==> config.mk <==
export PLATFORM = sky130hd
export DESIGN_NAME = eprom_rd_ctrl
export DESIGN_NICKNAME = d
export VERILOG_FILES = /design/src/rtl/eprom_rd_pkg.sv /design/src/rtl/eprom_ce_decode.sv /design/src/rtl/eprom_float_guard.sv /design/src/rtl/eprom_rd_ctrl.sv
export SDC_FILE = /design/constraint.sdc
export NUM_CORES = 1
export LEC_CHECK = 0
export ABC_AREA = 1
export CAP_MARGIN = 20
export CORE_ASPECT_RATIO = 0.8
export CORE_UTILIZATION = 40
export DETAILED_ROUTE_END_ITERATION = 7
export GPL_TIMING_DRIVEN = 0
export HOLD_SLACK_MARGIN = 0.15
export PLACE_DENSITY_LB_ADDON = 0.25
export SETUP_SLACK_MARGIN = 0.15
export SYNTH_ARGS = -nofsm -noshare
export SYNTH_HDL_FRONTEND = slang
export SYNTH_SLANG_ARGS = --single-unit
==> constraint.sdc <==
create_clock -name clk -period 3.09 [get_ports clk]
set_input_delay 0.4635 -clock clk [delete_from_list [all_inputs] [get_ports clk]]
set_output_delay 0.4635 -clock clk [all_outputs]
set_load 0.05 [all_outputs]
==> src/rtl/eprom_rd_pkg.sv <==
`timescale 1ns/1ps
package eprom_rd_pkg;

  typedef enum logic [1:0] {
    S_IDLE = 2'd0,
    S_ADDR = 2'd1,
    S_ACT  = 2'd2
  } rd_state_t;

  // nanoseconds to whole clock cycles, rounded up
  function automatic int ns2cyc(input int ns, input int period);
    return (ns + period - 1) / period;
  endfunction

  function automatic int imax(input int a, input int b);
    return (a > b) ? a : b;
  endfunction

endpackage

==> src/rtl/eprom_ce_decode.sv <==
`timescale 1ns/1ps
module eprom_ce_decode #(
  parameter int BANK_W = 2,
  localparam int N_BANK = 2 ** BANK_W
) (
  input  logic              clk,
  input  logic              rst,
  input  logic              en,
  input  logic [BANK_W-1:0] sel,
  output logic [N_BANK-1:0] ce_n
);

  // one registered active-low select per device
  for (genvar g = 0; g < N_BANK; g++) begin : g_ce
    always_ff @(posedge clk) begin
      if (rst) ce_n[g] <= 1'b1;
      else     ce_n[g] <= !(en && (sel == BANK_W'(g)));
    end
  end

endmodule

==> src/rtl/eprom_float_guard.sv <==
`timescale 1ns/1ps
module eprom_float_guard #(
  parameter int BANK_W = 2,
  parameter int DF_CYC = 2,
  localparam int DF_W = $clog2(DF_CYC + 1) + 1
) (
  input  logic              clk,
  input  logic              rst,
  input  logic              rel,
  input  logic [BANK_W-1:0] bank,
  output logic              clear_ok
);

  logic [DF_W-1:0]   df_q;
  logic [BANK_W-1:0] last_q;

  always_ff @(posedge clk) begin
    if (rst) begin
      df_q   <= '0;
      last_q <= '0;
    end else if (rel) begin
      df_q   <= DF_W'(DF_CYC);
      last_q <= bank;
    end else if (df_q != '0) begin
      df_q <= df_q - 1'b1;
    end
  end

  // the device that just released may drive again at once
  assign clear_ok = (df_q == '0) || (bank == last_q);

endmodule

==> src/rtl/eprom_rd_ctrl.sv <==
`timescale 1ns/1ps
module eprom_rd_ctrl
  import eprom_rd_pkg::*;
#(
  parameter int ADDR_W   = 16,
  parameter int BANK_W   = 2,
  parameter int DATA_W   = 8,
  parameter int CLK_NS   = 20,
  parameter int T_ACC_NS = 90,
  parameter int T_CE_NS  = 90,
  parameter int T_OE_NS  = 45,
  parameter int T_DF_NS  = 35,
  localparam int N_BANK  = 2 ** BANK_W
) (
  input  logic                     clk,
  input  logic                     rst,
  input  logic                     req,
  input  logic [BANK_W+ADDR_W-1:0] addr,
  output logic                     ready,
  output logic [DATA_W-1:0]        rdata,
  output logic                     rvalid,
  output logic [ADDR_W-1:0]        mem_addr,
  output logic [N_BANK-1:0]        mem_ce_n,
  output logic                     mem_oe_n,
  input  logic [DATA_W-1:0]        mem_dq
);

  localparam int ACC_CYC  = imax(ns2cyc(T_ACC_NS, CLK_NS), ns2cyc(T_CE_NS, CLK_NS));
  localparam int OE_CYC   = ns2cyc(T_OE_NS, CLK_NS);
  localparam int ACT_CYC  = imax(ACC_CYC, OE_CYC);
  localparam int LEAD_CYC = ACT_CYC - OE_CYC;
  localparam int DF_CYC   = ns2cyc(T_DF_NS, CLK_NS);
  localparam int CNT_W    = $clog2(ACT_CYC + 1) + 1;
  localparam bit OE_WITH_CE = (LEAD_CYC == 0);

  rd_state_t         state_q;
  logic [CNT_W-1:0]  cnt_q;
  logic [BANK_W-1:0] bank_q;
  logic [ADDR_W-1:0] addr_q;
  logic [DATA_W-1:0] rdata_q;
  logic              rvalid_q;
  logic              ready_q;
  logic              oe_n_q;
  logic              clear_ok;
  logic              go;
  logic              done;
  logic              ce_en_d;

  always_comb begin
    go      = (state_q == S_ADDR) && clear_ok;
    done    = (state_q == S_ACT) && (cnt_q == CNT_W'(ACT_CYC));
    ce_en_d = go || ((state_q == S_ACT) && !done);
  end

  always_ff @(posedge clk) begin
    if (rst) begin
      state_q  <= S_IDLE;
      cnt_q    <= '0;
      bank_q   <= '0;
      addr_q   <= '0;
      rdata_q  <= '0;
      rvalid_q <= 1'b0;
      ready_q  <= 1'b1;
      oe_n_q   <= 1'b1;
    end else begin
      rvalid_q <= 1'b0;
      unique case (state_q)
        S_IDLE: begin
          if (req) begin
            addr_q  <= addr[ADDR_W-1:0];
            bank_q  <= addr[BANK_W+ADDR_W-1:ADDR_W];
            ready_q <= 1'b0;
            state_q <= S_ADDR;
          end
        end
        S_ADDR: begin
          if (go) begin
            cnt_q   <= CNT_W'(1);
            state_q <= S_ACT;
            if (OE_WITH_CE) oe_n_q <= 1'b0;
          end
        end
        S_ACT: begin
          if (done) begin
            rdata_q  <= mem_dq;
            rvalid_q <= 1'b1;
            ready_q  <= 1'b1;
            oe_n_q   <= 1'b1;
            state_q  <= S_IDLE;
          end else begin
            cnt_q <= cnt_q + 1'b1;
            if (cnt_q == CNT_W'(LEAD_CYC)) oe_n_q <= 1'b0;
          end
        end
        default: state_q <= S_IDLE;
      endcase
    end
  end

  eprom_ce_decode #(
    .BANK_W(BANK_W)
  ) u_dec (
    .clk (clk),
    .rst (rst),
    .en  (ce_en_d),
    .sel (bank_q),
    .ce_n(mem_ce_n)
  );

  eprom_float_guard #(
    .BANK_W(BANK_W),
    .DF_CYC(DF_CYC)
  ) u_guard (
    .clk     (clk),
    .rst     (rst),
    .rel     (done),
    .bank    (bank_q),
    .clear_ok(clear_ok)
  );

  assign ready    = ready_q;
  assign rdata    = rdata_q;
  assign rvalid   = rvalid_q;
  assign mem_addr = addr_q;
  assign mem_oe_n = oe_n_q;

endmodule

==> impl_metrics.ini <==
[drt]
first_iter_violations = 65
vias = 1476
routed_wirelength_um = 3620
via_per_inst = 4.61
wire_per_inst_um = 11.3
firstDrtPassIters = 4
drc = 0
ant_nets = 0

[timing]
fin_crit_sh_pct = 62.7
rsz0062_at_grt = no
skew_ns = 0.00911
relSlewSlack_pct = 64.4
fin_crit_ns = 1.94
setup_tns_ns = 0
setup_viol = 0
slew_violations = 0
fmax_mhz = 516
tightest_slew_ns = 0.533
hold_viol_final = 0
fin_ws_ns = 1.15

[setup_path]
worstSetupPathType = flip-flop to output pin
slowest_delay_ns = 0.83
cp_num_buf_inv = 1
cp.required_ns = 2.63
arrival_ns = 1.47
r2r_start = cnt_q[1]
start_kind = flip-flop
regToRegEndpoint = u_dec.ce_n[1]
critPathTopFamily = buffers and inverters
path_cells = clkdlybuf4s50_1
reg2reg_depth = 8
reg2reg_slack_ns = 1.66
crit_path_end_kind = output pin
critPathSlowestCell = clkdlybuf4s50_1
path_max_fanout = 2

[global_routing]
antenna_found_initial = 0
grt_pass1_wl_um = 5930
grt-ovfl-total = 0
grt_pass1_vias = 1323
grt_usage_pct = 18.3
grt_max_degree = 15

[logic_synthesis]
syn_inst = 198
muxShareOfSynthArea_pct = 0
synth_area_leader_cell = dfxtp_1
synth_fp_nets = 231
yosysMostFrequentCell = dfxtp_1
netlist_area_sq_mm = 0.00166
async_reset_ff_share_pct = 0
synth_top_family_by_area = simple AND/OR/NAND/NOR gates
postSynthAreaPerCell_sq_um = 8.39
synth_top_area_share_pct = 53.1
ys_types = 22
ys.flop_type = dfxtp_1
yosys.area_share.xor_xnor_pct = 0
ys_warn_count = 0
yosysSeqAreaShare_pct = 53.1
synth_compound_area_share_pct = 14.1
synth.top_cells.by_area = dfxtp_1 (53%), nor2_1 (9.5%), o21ai_0 (5.7%)
ys_ff_latch = 44
synth_simple_gate_area_share_pct = 24.2
synthAdderAreaFrac_pct = 3.01
synth_edf_count = 0
synth_common_cells = dfxtp_1 (44), nor2_1 (42), nand2_1 (21)

[placement]
post-place-ws_ns = 1.16
gp_congestion = 0.778
placed_area_sq_mm = 0.00232
numPortBuffers = 59
dp_hpwl_um = 2670

[layout]
fillers = 364
fin_nets = 297
areaGrowthSynthToFinish_pct = 47.0
stdcell_area_sq_mm = 0.00244
drive_above_1_share_pct = 8.68
multiInputGateArea_sq_um = 686
register_area_sq_um = 881
diodes = 0

[die]
start_util_pct = 42.8
die_area_sq_mm = 0.00441
chipWidth_um = 74.0
rows = 20
coreArea_sq_mm = 0.00388
io_pins = 60
die_h_um = 59.6

[clock_network]
cts_inserted_buffers = 5
cts.clk_slew.worst_paths_ns = 0.08
cts.sinks = 44
htree_num_levels = 2
hold_buffers = 0
cts_buffer_depth = 2
cts_tree = done
root_buffer = clkbuf_8
cts_resized = 0
clk_latency_ns = 0.30
cts_setup_buffers = 0

[worst_hold_path]
whs_path_depth = 1
whs_endpoint = u_dec.ce_n[1]
hold_class = flip-flop to flip-flop
holdCritStartpoint = bank_q[0]

[power_and_ir_drop]
vdd_drop_max_uv = 346
p_leak_nw = 0.968
powerDensity_mw_per_mm2 = 622

[status]
outcome = finished, final reports clean

[run]
maxCapViolCount = 0
[report_power, final]
part / total [mW] / leakage [nW] / switching, mW / internal (mW)
sequential: 0.655 / 0.361 / 0.0342 / 0.621
combinational: 0.399 / 0.546 / 0.250 / 0.149
clock: 0.465 / 0.0614 / 0.201 / 0.264
[registers in the layout, indices dropped and copies added, names as in the netlist]
register	flops
rdata	8
u_dec.ce_n	4
rvalid	1
u_guard.last_q	2
state_q	2
cnt_q	4
ready	1
mem_addr	16
bank_q	2
mem_oe_n	1
u_guard.df_q	3
[layout make-up]
cell class              count  area share [%]
plain buffers               5           0.820
clock buffers               6            3.38
clock inverters             2            1.59
inverters                  19            3.02
multi-input cells         130            28.1
flip-flops and latches     44            36.1
well taps                  55            2.82
repair buffers             59            24.2
[layout by cell type, fill, tap and decap left out, types with 6 or more instances in the layout]
| cell type | count |
|---|---|
| o21ai_0 | 19 |
| nand2_1 | 21 |
| dfxtp_1 | 44 |
| nor2_1 | 42 |
| a21oi_1 | 10 |
| clkbuf_8 | 6 |
| clkdlybuf4s50_1 | 59 |
| inv_1 | 15 |
| a22o_1 | 8 |
| nand3_1 | 9 |
[how the worst max path moves through the flow]
stage / start / end / slack [ns] / cells past startpoint
finish: ready / ready / 1.15 / 1
global route: mem_addr[5] / mem_addr[5] / 1.10 / 1
CTS: mem_addr[10] / mem_addr[10] / 1.14 / 1
detailed placement: rst / mem_addr[9] / 1.16 / 5
global placement: rst / bank_q[0] / 1.17 / 5
floorplan: cnt_q[0] / rdata[0] / 1.82 / 7
[routing by layer]
metal  up-vias  routed length, um  global-route usage, %
met4         0                 65                   8.24
met1       646               1690                   22.9
met2        41               1580                   27.3
met3         7                283                   7.99
met5         -                  0                      0
li1        782                  -                      -
[kinds of logic (layout without fill, tap and decap cells)]
kind of cell | count (synthesis) | count (layout)
compound gates | 40 | 40
fa+ha+maj | 4 | 4
buf+inv | 24 | 91
flops | 44 | 44
simple gates | 86 | 86
[metrics by stage]
stage	total power [mW]	utilization, %	instances	hold WS (ns)
after floorplan	0.933	-	198	0.408
after global placement	1.06	59.8	312	0.438
after detailed placement	1.07	59.8	312	0.440
after CTS	1.53	62.9	320	0.459
after global routing	1.60	62.9	320	0.484
final	1.52	62.9	320	0.458
Power figures use the tool's default switching activity.
